File: config.mk
export PLATFORM = sky130hd
export DESIGN_NAME = glitch_nfa_filter
export DESIGN_NICKNAME = d
export VERILOG_FILES = /design/src/rtl/glf_pkg.sv /design/src/rtl/glf_and_plane.sv /design/src/rtl/glf_or_plane.sv /design/src/rtl/glf_state_bank.sv /design/src/rtl/glitch_nfa_filter.sv
export SDC_FILE = /design/constraint.sdc
export NUM_CORES = 1
export LEC_CHECK = 0
export BUFFER_PORTS_ARGS = -buffer_cell sky130_fd_sc_hd__buf_4
export CAP_MARGIN = 10
export CORE_AREA = 5 5 42 44
export DETAILED_ROUTE_END_ITERATION = 16
export DIE_AREA = 0 0 47 49
export PLACE_DENSITY = 0.33
export SLEW_MARGIN = 20
export SYNTH_ARGS = -nofsm -noshare
export SYNTH_HDL_FRONTEND = slang
export SYNTH_SLANG_ARGS = --single-unit
File: constraint.sdc
create_clock -name clk -period 1.49 [get_ports clk]
set_clock_uncertainty 0.15 [all_clocks]
set_input_delay 0.3725 -clock clk [delete_from_list [all_inputs] [get_ports clk]]
set_output_delay 0.3725 -clock clk [all_outputs]
set_load 0.01 [all_outputs]
File: src/rtl/glf_pkg.sv
package glf_pkg;

   // Recognizer geometry: six fed-back operand states plus one output column
   localparam int NFEED     = 6;
   localparam int NCOL      = NFEED + 1;
   localparam int COL_OUT   = NFEED;
   localparam int NTERM     = 8;
   localparam int SRC_START = NFEED;   // term source index meaning "start pin"

   typedef enum logic [1:0] {
      LIT_ANY  = 2'd0,
      LIT_ONE  = 2'd1,
      LIT_ZERO = 2'd2
   } lit_e;

   // Product-plane personality: which state (or start) feeds each term
   localparam int TERM_SRC [NTERM] = '{0, 1, 2, 3, 4, 5, SRC_START, SRC_START};

   // Required input level for each term
   localparam lit_e TERM_LIT [NTERM] = '{LIT_ANY, LIT_ONE, LIT_ONE, LIT_ONE,
                                         LIT_ZERO, LIT_ZERO, LIT_ANY, LIT_ONE};

   // Sum-plane taps, bit c = column c (columns 0..5 states, 6 output)
   localparam logic [NCOL-1:0] TERM_TAP [NTERM] = '{
      7'b0000011,   // first state loops, arms second
      7'b0000100,   // second state on 1 -> third
      7'b0001000,   // third state on 1 -> group head
      7'b1111000,   // group head on 1 -> head, both zero slots, output
      7'b1101000,   // first zero slot on 0 -> head, second slot, output
      7'b1001000,   // second zero slot on 0 -> head, output
      7'b0000011,   // start seeds the two initial states
      7'b0000100    // start with 1 acts as the second state's term
   };

   function automatic logic [NTERM-1:0] col_mask(input int c);
      logic [NTERM-1:0] m;
      for (int t = 0; t < NTERM; t++) m[t] = TERM_TAP[t][c];
      return m;
   endfunction

endpackage

File: src/rtl/glf_and_plane.sv
module glf_and_plane #(
   parameter int NFEED = glf_pkg::NFEED,
   parameter int NTERM = glf_pkg::NTERM
) (
   input  logic [NFEED-1:0] st,
   input  logic             start,
   input  logic             din,
   output logic [NTERM-1:0] term
);
   import glf_pkg::*;

   for (genvar t = 0; t < NTERM; t++) begin : g_term
      logic src;
      if (TERM_SRC[t] == SRC_START) begin : g_from_start
         assign src = start;
      end else begin : g_from_state
         assign src = st[TERM_SRC[t]];
      end

      if (TERM_LIT[t] == LIT_ANY) begin : g_any
         assign term[t] = src;
      end else if (TERM_LIT[t] == LIT_ONE) begin : g_one
         assign term[t] = src & din;
      end else begin : g_zero
         assign term[t] = src & ~din;
      end
   end

endmodule

File: src/rtl/glf_or_plane.sv
module glf_or_plane #(
   parameter int NTERM = glf_pkg::NTERM,
   parameter int NCOL  = glf_pkg::NCOL
) (
   input  logic [NTERM-1:0] term,
   output logic [NCOL-1:0]  col
);
   import glf_pkg::*;

   for (genvar c = 0; c < NCOL; c++) begin : g_col
      localparam logic [NTERM-1:0] MASK = col_mask(c);
      assign col[c] = |(term & MASK);
   end

endmodule

File: src/rtl/glf_state_bank.sv
module glf_state_bank #(
   parameter int W = glf_pkg::NCOL
) (
   input  logic         clk,
   input  logic         rst,
   input  logic [W-1:0] d,
   output logic [W-1:0] q
);

   for (genvar b = 0; b < W; b++) begin : g_bit
      always_ff @(posedge clk) begin
         if (rst) q[b] <= 1'b0;
         else     q[b] <= d[b];
      end
   end

endmodule

File: src/rtl/glitch_nfa_filter.sv
module glitch_nfa_filter #(
   parameter int NFEED = glf_pkg::NFEED,
   parameter int NTERM = glf_pkg::NTERM
) (
   input  logic clk,
   input  logic rst,
   input  logic start,
   input  logic din,
   output logic dout
);
   import glf_pkg::*;

   localparam int NCOLS = NFEED + 1;

   if (NFEED != glf_pkg::NFEED) begin : g_chk_feed
      $error("NFEED must match the recognizer personality");
   end
   if (NTERM != glf_pkg::NTERM) begin : g_chk_term
      $error("NTERM must match the recognizer personality");
   end

   logic [NCOLS-1:0] q;
   logic [NCOLS-1:0] nxt;
   logic [NTERM-1:0] term;
   logic [NFEED-1:0] st;

   assign st   = q[NFEED-1:0];
   assign dout = q[COL_OUT];

   glf_and_plane #(.NFEED(NFEED), .NTERM(NTERM)) u_and (
      .st(st), .start(start), .din(din), .term(term));

   glf_or_plane #(.NTERM(NTERM), .NCOL(NCOLS)) u_or (
      .term(term), .col(nxt));

   glf_state_bank #(.W(NCOLS)) u_bank (
      .clk(clk), .rst(rst), .d(nxt), .q(q));

   // Nothing wakes up without a start pulse
   AST_IDLE_WITHOUT_START: assert property (@(posedge clk) disable iff (rst)
      (st == '0 && !start) |=> (st == '0 && !dout));

   // Start seeds the two initial states
   AST_START_SEEDS: assert property (@(posedge clk) disable iff (rst)
      start |=> (st[0] && st[1]));

   // Once seeded, the prefix state never drops out
   AST_PREFIX_PERSISTS: assert property (@(posedge clk) disable iff (rst)
      st[0] |=> (st[0] && st[1]));

   // Output can only rise on a sampled 1
   AST_RISE_ON_ONE: assert property (@(posedge clk) disable iff (rst)
      $rose(dout) |-> $past(din));

   // Output can only fall on a sampled 0
   AST_FALL_ON_ZERO: assert property (@(posedge clk) disable iff (rst)
      $fell(dout) |-> !$past(din));

   // High output always leaves the group-head state active
   AST_OUT_WITH_HEAD: assert property (@(posedge clk) disable iff (rst)
      dout |-> st[3]);

endmodule

==> impl_results.md, run 1 <==
- Die H: ~49 um
- IO Pins: 5
- CP max stage delay: 0.29 ns
- Max Cap Viol: 0
- CTS tree: done
- Clock Tree Buf Depth: 2
- Total CTS buffers: 3
- CP Class: reg2out
- Post-Syn Area: between 200 and 250 sq um
- Synth Area in Simple Gates: ~30%
- Post-CTS Setup Bufs: 0
- Least-Margin Pin Slew: ~0.19 ns
- Critical R2R Capture: u_bank.q[3]$_SDFF_PP0_
- Clock Latency Late Sink: around 0.25 ns
- Top routing layer in use: met4
- Syn_nets: 21
- Reg2reg start: u_bank.q[3]$_SDFF_PP0_
- Post-detailed-placement half-perimeter wirelength: between 200 and 300 um
- Main combinational cell family by area after synthesis: simple AND/OR/NAND/NOR gates
- WP data required: between 0.9 and 1 ns
- Most flop-heavy register: u_bank.q
- Port buffer count: 4
- Leakage: 0.000120 uW
- Worst R2R Path Depth: 2
- # diodes: 0
- Xor/xnor cell area share of the yosys netlist: 0%
- Slew HR: between 80% and 90%
- Final Hold Vio Count: 0
- Clock slew at reported path FFs: ~0.05 ns
- Layout fillers: between 150 and 200
- Die width: 47 um
- Final ANT Viol Nets: 0
- Initial DRC Count: 0
- Final setup vio count: 0
- Arrival @ worst endpoint: 0.66 ns
- Mapped Avg Cell Area: 12.2 sq um
- Status: finished, final reports clean
- Row count: 14
- Critical Path Fanout Max: 1
- Gr usage total: 4.44%
- RSZ-0062 raised after global routing: no
- Max Slew Vio Count: 0
- Vias per std cell: ~3.8
- Yosys warning count: 0
- Biggest regs: u_bank.q (6)
- Largest register FFs: 6
- Place WS: roughly 0.4 ns
- Hold Path Class: in2reg
- Initial Util: roughly 15%
- Cells after Synth: 17
- CP Capture Type: output port
- Maximum VDD drop: roughly 0.27 mV
- CP cell instances: buf_4
- Yosys cell types: 10
- Met3 wire len: between 40 and 50 um
- Global-route wire length before repair: around 620 um
- Final Cycle Share: 79.6%
- Compound-Gate Fraction of Synth Area: roughly 6%
- Hold Path End: u_bank.q[3]$_SDFF_PP0_
- Resized cells post-CTS: 0
- Clock share of power: ~43%
- Largest net degree at the start of global routing: 7
- Worst setup slack after layout: around 0.30 ns
- Global route overflow: 0
- Vias: 153
- Pwr Density: approximately 1300 mW/mm^2
- Initial antenna violation count: 0
- Cell internal pwr: between 200 and 300 uW
- Die area: around 0.0023 sq mm
- Switching Share: roughly 22%
- Worst path bufs/invs: 1
- RePlAce Congestion: approximately 0.73
- Psw: between 70 and 80 uW
- Std-Cell Core Area: between 0.001 and 0.0015 sq mm
- Gate power share: roughly 8.3%
- Vias in the first global route: 159
- WL met2: ~140 um
- TritonRoute pass-1 iters: 1
- WL/cell: a little over 9 um
- H-tree levels: 1
- Final WL: around 360 um
- Sequential fraction of the synthesis area: just under 60%
- Fmax achieved: 843 MHz
- Power Total: between 300 and 400 uW
- Adder-Cell Fraction of Synth Area: 0%
- Root buffer cell: clkbuf_4
- Nets: 30
- Clock sinks: 6
- Setup TNS: 0 ns
- WL met1: 156 um
- Remaining DRCs: 0
- Share of cells above drive strength 1: between 40 and 50%
- CP top delay family: flip-flops
- Post-synthesis mux area share: between 4 and 5%
- Hold buffer count at cts: 0
- Synthesis-to-layout area growth: 34.9%
- Worst hold start: rst
- FF-to-FF setup slack: roughly 0.60 ns
- Hold Crit Depth: 2
- Flops & latches, synth: 6
- CP Launch Type: flip-flop
- Tmin final: roughly 1.2 ns
- Seq pwr share: between 40% and 50%
- Critical-path top delay cell: dfxtp_1
-- synth_stat cells --
master    count  area (sq um)
inv_1         1          3.75
and3b_1       1          8.76
nor3_1        1          5.00
nor2_1        3          11.3
nor2b_4       1          13.8
nor3_2        1          10.0
a211oi_2      1          12.5
mux2i_1       1          10.0
dfxtp_1       6           120
nor3b_2       1          12.5
-- worst max-delay path by stage --
stage | from | endpoint | slack [ns] | cells after the start
global placement | din | u_bank.q[6]$_SDFF_PP0_ | 0.41 | 3
finish | u_bank.q[6]$_SDFF_PP0_ | dout | 0.30 | 1
floorplan | din | u_bank.q[6]$_SDFF_PP0_ | 0.59 | 2
detailed placement | din | u_bank.q[6]$_SDFF_PP0_ | 0.41 | 3
CTS | u_bank.q[6]$_SDFF_PP0_ | dout | 0.29 | 1
global route | u_bank.q[6]$_SDFF_PP0_ | dout | 0.27 | 1
-- power groups by stage --
| stage | clock network (uW) | logic (uW) | registers [uW] |
|---|---|---|---|
| after floorplan | 0 | 15.5 | 177 |
| after global placement | 0 | 30.4 | 177 |
| after detailed placement | 0 | 30.7 | 177 |
| after CTS | 162 | 30.6 | 174 |
| after global routing | 170 | 33.5 | 175 |
| final | 154 | 29.9 | 174 |
-- logic make-up (layout without fill, tap and decap cells) --
group / count (synthesis) / after routing
AND/OR/NAND/NOR: 8 / 8
flip-flops: 6 / 6
AO/OA/AOI/OAI: 1 / 1
multiplexers: 1 / 1
buffers and inverters: 1 / 8
-- cell type report --
class / instances / area (sq um) / area share, %
Multi-Input combinational cell: 10 / 83.8 / 29.9
Inverter: 1 / 3.75 / 1.34
Clock buffer: 3 / 22.5 / 8.04
Sequential cell: 6 / 120 / 42.9
Timing Repair Buffer: 4 / 30.0 / 10.7
Tap cell: 16 / 20.0 / 7.14
-- metrics by stage --
stage / hold slack (ns) / util, % / cell area, sq um / std cells
CTS: 0.168 / 20.0 / 280 / 40
floorplan: 0.270 / - / 208 / 17
detailed placement: 0.292 / 18.4 / 258 / 37
global route: 0.174 / 20.0 / 280 / 40
finish: 0.175 / 20.0 / 280 / 40
global placement: 0.297 / 18.4 / 258 / 37
-- per-layer routing --
metal | up-vias | track usage, %
li1 | 72 | -
met4 | 0 | 6.91
met1 | 70 | 4.64
met3 | 4 | 2.95
met5 | - | 0
met2 | 7 | 4.30
-- cells in the final DEF, fill, tap and decap left out, drive strengths merged --
cell	instances
clkbuf	3
and3b	1
dfxtp	6
nor3b	1
nor2b	1
mux2i	1
a211oi	1
nor2	3
inv	1
nor3	2
buf	4
Power figures use the tool's default switching activity.
==> run 2, diff against run 1 <==
Settings changed: ABC_AREA set to 1, PLACE_DENSITY 0.33 to 0.32.
Clock period 1.49 ns to 1.2 ns, I/O delays scaled along.
==> impl_results.md, run 2 <==
- Status: finished, final reports clean (unchanged)
- Final WL: 321 um (was 364 um)
- Clock Tree Buf Depth: 2 (unchanged)
- Psw: 81.4 uW (was 79.9 uW)
- Die H: 49 um (unchanged)
- Remaining DRCs: 0 (unchanged)
- Initial antenna violation count: 0 (unchanged)
- Fmax achieved: 902 MHz
- Resized cells post-CTS: 0 (unchanged)
- RSZ-0062 raised after global routing: no (unchanged)
- Post-synth EDFFs: 0 (unchanged)
- Async set-or-reset flop fraction in the synthesized netlist: 0% (unchanged)
- Worst hold start: rst (unchanged)
- Post-synth top area share: 61.5% (was 57.8%)
- Max Cap Viol: 0 (unchanged)
- Maximum VDD drop: 0.404 mV (was 0.267 mV)
- Clock slew at reported path FFs: 0.04 ns (was 0.05 ns)
- Clock Latency Late Sink: 0.24 ns (was 0.25 ns)
- Top_reg_cell synth: dfxtp_1 (unchanged)
- Top cells by count, synth: dfxtp_1 (6), nand2_1 (6), inv_1 (4) (was dfxtp_1 (6), nor2_1 (3))
- Cells after Synth: 23 (was 17)
- Cell internal pwr: 333 uW (was 278 uW)
- Yosys warning count: 0 (unchanged)
- WL/cell: 6.98 um (was 9.10 um)
- Switching Share: 19.7% (was 22.3%)
- Slew HR: 88.1% (was 87.2%)
- CP max stage delay: 0.29 ns (about the same)
- CP Class: reg2out (unchanged)
- CP Launch Type: flip-flop (unchanged)
- # diodes: 0 (unchanged)
- Most flop-heavy register: u_bank.q (unchanged)
- Std-Cell Core Area: 0.00140 sq mm (unchanged)
- Final setup vio count: 0 (unchanged)
- IO Pins: 5 (unchanged)
- Synth top area cells: dfxtp_1 (62%), nand2_1 (12%), inv_1 (7.7%) (was dfxtp_1 (58%), nor2b_4 (6.6%), a211oi_2 (6.0%))
- Final Util: 19.1% (was 20.0%)
- Clock sinks: 6 (unchanged)
- Post-CTS Setup Bufs: 0 (unchanged)
- Yosys cell types: 8 (was 10)
- Total CTS buffers: 3 (unchanged)
- Gate power share: 5.9% (was 8.3%)
- Setup TNS: 0 ns (unchanged)
- H-tree levels: 1 (unchanged)
- CP top delay family: flip-flops (unchanged)
- Clock share of power: 43.4% (was 42.9%)
- Vias per std cell: 3.43 (was 3.83)
- CP cell instances: buf_4 (unchanged)
- Final ANT Viol Nets: 0 (unchanged)
- Vias in the first global route: 170 (was 159)
- Critical Path Fanout Max: 1 (unchanged)
- CTS tree: done (unchanged)
- WP data required: 0.75 ns (was 0.97 ns)
- Layout fillers: 169 (was 174)
- Seq pwr share: 50.7% (was 48.7%)
- Critical-path top delay cell: dfxtp_1 (unchanged)
- Reg2reg start: u_bank.q[4]$_SDFF_PP0_ (was u_bank.q[3]$_SDFF_PP0_)
- Biggest regs: u_bank.q (6) (unchanged)
- Worst path bufs/invs: 1 (unchanged)
- Row count: 14 (unchanged)
- Crit. Startpoint: u_bank.q[6]$_SDFF_PP0_ (unchanged)
- CP Capture Type: output port (unchanged)
- Global-route wire length before repair: 586 um (was 621 um)
- Pwr Density: 1550 mW/mm^2 (was 1280 mW/mm^2)
- Initial DRC Count: 1 (was 0)
- Port buffer count: 4 (unchanged)
- Hold buffer count at cts: 0 (unchanged)
- Non-filler cells, final: 46 (was 40)
- Sequential fraction of the synthesis area: 61.5% (was 57.8%)
- Least-Margin Pin Slew: 0.178 ns (was 0.191 ns)
- Hold Path Class: in2reg (unchanged)
- Die area: 0.00230 sq mm (unchanged)
- Final Hold Vio Count: 0 (unchanged)
- Max Slew Vio Count: 0 (unchanged)
- Synthesis-to-layout area growth: 37.2% (was 34.9%)
- Root buffer cell: clkbuf_4 (unchanged)
- TritonRoute pass-1 iters: 2 (was 1)
- Tmin final: between 1 and 1.5 ns
- Gr usage total: 4.16% (was 4.44%)
- Cell accounting for the most synthesized area: dfxtp_1 (unchanged)
- Nets: 36 (was 30)
- Arrival @ worst endpoint: 0.66 ns (about the same)
- Largest register FFs: 6 (unchanged)
- Syn_nets: 27 (was 21)
- Die width: 47 um (unchanged)
- Most frequent cells in the layout: nand2_1 (6), dfxtp_1 (6), inv_1 (4), buf_4 (4) (was dfxtp_1 (6), buf_4 (4), nor2_1 (3), clkbuf_4 (3))
- Largest net degree at the start of global routing: 5 (was 7)
- Global route overflow: 0 (unchanged)
- Final Cycle Share: between 90 and 100%
- Initial Util: 13.9% (was 14.8%)
- Post-Syn Area: 195 sq um (was 208 sq um)
- Post-detailed-placement half-perimeter wirelength: 241 um (was 275 um)
- Vias: 158 (was 153)
- Mapped Avg Cell Area: 8.49 sq um (was 12.2 sq um)
- Leakage: 0.000141 uW (was 0.000120 uW)
- Placed Instances: 43 (was 37)
- RePlAce Congestion: 0.657 (was 0.725)
- Share of cells above drive strength 1: 33.3% (was 45.8%)
- Flops & latches, synth: 6 (unchanged)
run 2: layout make-up:
| class | count | area (sq um) | share of cell area, % |
|---|---|---|---|
| Clock buffer | 3 | 22.5 | 8.41 |
| Inverter | 4 | 15.0 | 5.61 |
| Multi-Input combinational cell | 13 | 60.1 | 22.4 |
| Sequential cell | 6 | 120 | 44.9 |
| Tap cell | 16 | 20.0 | 7.48 |
| Timing Repair Buffer | 4 | 30.0 | 11.2 |
run 2: path summary, 6_finish.rpt:
| path | depth (start not counted) | slack, ns | endpoint |
|---|---|---|---|
| worst max-delay path | 1 | 0.09 | dout |
| worst min-delay path | 2 | 0.11 | u_bank.q[1]$_SDFF_PP0_ |
| worst max register to register | 2 | 0.43 | u_bank.q[6]$_SDFF_PP0_ |
| worst min register to register | 2 | 0.30 | u_bank.q[3]$_SDFF_PP0_ |
run 2: metrics by stage:
step / hold WS [ns] / worst slack, ns / total power [uW] / cell area, sq um
6_report: 0.105 / 0.0911 / 414 / 268
5_1_grt: 0.102 / 0.0619 / 440 / 268
4_1_cts: 0.0909 / 0.0748 / 429 / 268
3_5_place_dp: 0.285 / 0.260 / 238 / 245
3_3_place_gp: 0.281 / 0.262 / 238 / 245
2_1_floorplan: 0.222 / 0.419 / 225 / 195
run 2: logic make-up after synthesis:
family	after synthesis	share of synthesized area, %
flip-flops	6	61.5
buffers and inverters	4	7.69
AND/OR/NAND/NOR	12	26.3
AO/OA/AOI/OAI	1	4.49
run 2: metal layers:
layer | vias up | GRT usage [%] | routed length, um
li1 | 81 | - | -
met1 | 74 | 3.31 | 119
met2 | 1 | 5.20 | 179
met3 | 2 | 2.21 | 14
met4 | 0 | 6.91 | 7
met5 | - | 0 | 0
run 2: power by group through the flow:
stage / combinational [uW] / clock [uW] / sequential [uW]
finish: 24.3 / 180 / 210
global route: 28.5 / 201 / 210
CTS: 24.8 / 195 / 210
detailed placement: 24.8 / 0 / 214
global placement: 24.5 / 0 / 213
floorplan: 11.9 / 0 / 214
==> run 3, diff against run 2 <==
==> constraint.sdc (replaced) <==
create_clock -name clk -period 1.2 [get_ports clk]
set_clock_uncertainty 0.15 [all_clocks]
set_input_delay 0.06 -clock clk [delete_from_list [all_inputs] [get_ports clk]]
set_output_delay 0.06 -clock clk [all_outputs]
set_load 0.01 [all_outputs]
==> impl_results.md, run 3 (synthesized netlist as in run 2, its figures left out) <==
- IO Pins: 5 (unchanged)
- Arrival @ worst endpoint: 1.04 ns (was 0.66 ns)
- Hold Path Class: reg2reg (was in2reg)
- RePlAce Congestion: 0.655 (was 0.657)
- Die area: 0.00230 sq mm (unchanged)
- Final ANT Viol Nets: 0 (unchanged)
- Synthesis-to-layout area growth: 52.6% (was 37.2%)
- Row count: 14 (unchanged)
- Std-Cell Core Area: 0.00140 sq mm (unchanged)
- Most frequent cells in the layout: nand2_1 (6), dfxtp_1 (6), inv_1 (4), buf_4 (4) (unchanged)
- CP Launch Type: primary input (was flip-flop)
- Share of cells above drive strength 1: 30.3% (was 33.3%)
- CP Class: in2reg (was reg2out)
- Die width: 47 um (unchanged)
- CP max stage delay: 0.54 ns (was 0.29 ns)
- Clock Latency Late Sink: 0.24 ns (about the same)
- Worst setup slack after layout: 0.193 ns (was 0.0911 ns)
- Critical-path top delay cell: dlygate4sd3_1 (was dfxtp_1)
- FF-to-FF setup slack: 0.43 ns (about the same)
- Power Total: 423 uW (was 414 uW)
- Global-route wire length before repair: 586 um (unchanged)
- Biggest regs: u_bank.q (6) (unchanged)
- CP Capture Type: flip-flop (was output port)
- Setup TNS: 0 ns (unchanged)
- CTS tree: done (unchanged)
- Place WS: 0.433 ns (was 0.260 ns)
- Max Cap Viol: 0 (unchanged)
- Maximum VDD drop: 0.459 mV (was 0.404 mV)
- Critical Path Fanout Max: 2 (was 1)
- Initial Util: 13.9% (unchanged)
- Reg2reg start: u_bank.q[4]$_SDFF_PP0_ (unchanged)
- Root buffer cell: clkbuf_4 (unchanged)
- WL/cell: 6.61 um (was 6.98 um)
- RSZ-0062 raised after global routing: no (unchanged)
- Least-Margin Pin Slew: 0.175 ns (was 0.178 ns)
- Status: finished, final reports clean (unchanged)
- Final Hold Vio Count: 0 (unchanged)
- Nets: 39 (was 36)
- Largest register FFs: 6 (unchanged)
- Resized cells post-CTS: 0 (unchanged)
- Vias in the first global route: 165 (was 170)
- Pwr Density: 1420 mW/mm^2 (was 1550 mW/mm^2)
- # diodes: 0 (unchanged)
- Vias per std cell: 3.31 (was 3.43)
- Post-detailed-placement half-perimeter wirelength: 240 um (was 241 um)
- Slew HR: 88.3% (was 88.1%)
- Tmin final: 1.01 ns (was 1.11 ns)
- Gr usage total: 4.09% (was 4.16%)
- Initial antenna violation count: 0 (unchanged)
- Clock slew at reported path FFs: 0.04 ns (about the same)
- Final Cycle Share: 83.9% (was 92.4%)
- Final WL: 324 um (was 321 um)
- TritonRoute pass-1 iters: 2 (unchanged)
- Crit. Startpoint: din (was u_bank.q[6]$_SDFF_PP0_)
- Fmax achieved: 993 MHz (was 902 MHz)
- Clock sinks: 6 (unchanged)
- Total CTS buffers: 3 (unchanged)
- Most flop-heavy register: u_bank.q (unchanged)
- H-tree levels: 1 (unchanged)
- Global route overflow: 0 (unchanged)
- Worst hold start: u_bank.q[5]$_SDFF_PP0_ (was rst)
- Vias: 162 (was 158)
- Leakage: 0.000154 uW (was 0.000141 uW)
- Initial DRC Count: 2 (was 1)
- WP data required: 1.23 ns (was 0.75 ns)
- Remaining DRCs: 0 (unchanged)
- Clock Tree Buf Depth: 2 (unchanged)
- Max Slew Vio Count: 0 (unchanged)
- Die H: 49 um (unchanged)
- CP cell instances: dlygate4sd3_1 -> buf_4 -> nor2_1 -> o21ai_2 -> nand2_1 (was buf_4)
- Port buffer count: 4 (unchanged)
- Largest net degree at the start of global routing: 5 (unchanged)
- Final setup vio count: 0 (unchanged)
## run 3: final timing paths
kind | to | depth (start not counted)
hold / removal | u_bank.q[3]$_SDFF_PP0_ | 2
hold reg to reg | u_bank.q[3]$_SDFF_PP0_ | 2
setup / recovery | u_bank.q[6]$_SDFF_PP0_ | 5
setup reg to reg | u_bank.q[6]$_SDFF_PP0_ | 2
## run 3: area by class of cell
class	count	area [sq um]
clock buffers	3	22.5
fillers	164	1100
inverters	4	15.0
multi-input cells	13	60.1
flip-flops and latches	6	120
well taps	16	20.0
repair buffers	7	60.1
## run 3: per-layer routing
layer  global-route usage [%]  up-vias  wire length (um)
met5                        0        -                 0
met4                     5.53        0                 8
met3                     3.32        2                14
met2                     4.75        1               170
met1                     3.52       71               131
li1                         -       88                 -
## run 3: repair_timing
| action | in CTS | in global routing |
|---|---|---|
| endpoints found under the hold margin | 6 | 0 |
| setup buffers | 0 | 0 |
| hold buffers | 3 | 0 |
## run 3: where the power goes
group          internal, uW  switching [uW]  leakage (uW)
Sequential              207            2.37     0.0000490
Combinational          18.8            13.2     0.0000910
Clock                   113            68.7     0.0000138
## run 3: critical path: cells and delay by family
kind / cells / cell delay (ns)
buf+inv: 2 / 0.68
simple gates: 2 / 0.21
compound gates: 1 / 0.08
## run 3: stage by stage
step,utilization (%),hold WS [ns],instances,cell area (sq um)
final,21.3,0.297,49,298
after floorplan,-,-0.0176,23,195
after global placement,17.5,0.109,43,245
after detailed placement,17.5,0.114,43,245
after global routing,21.3,0.327,49,298
after CTS,21.3,0.297,49,298
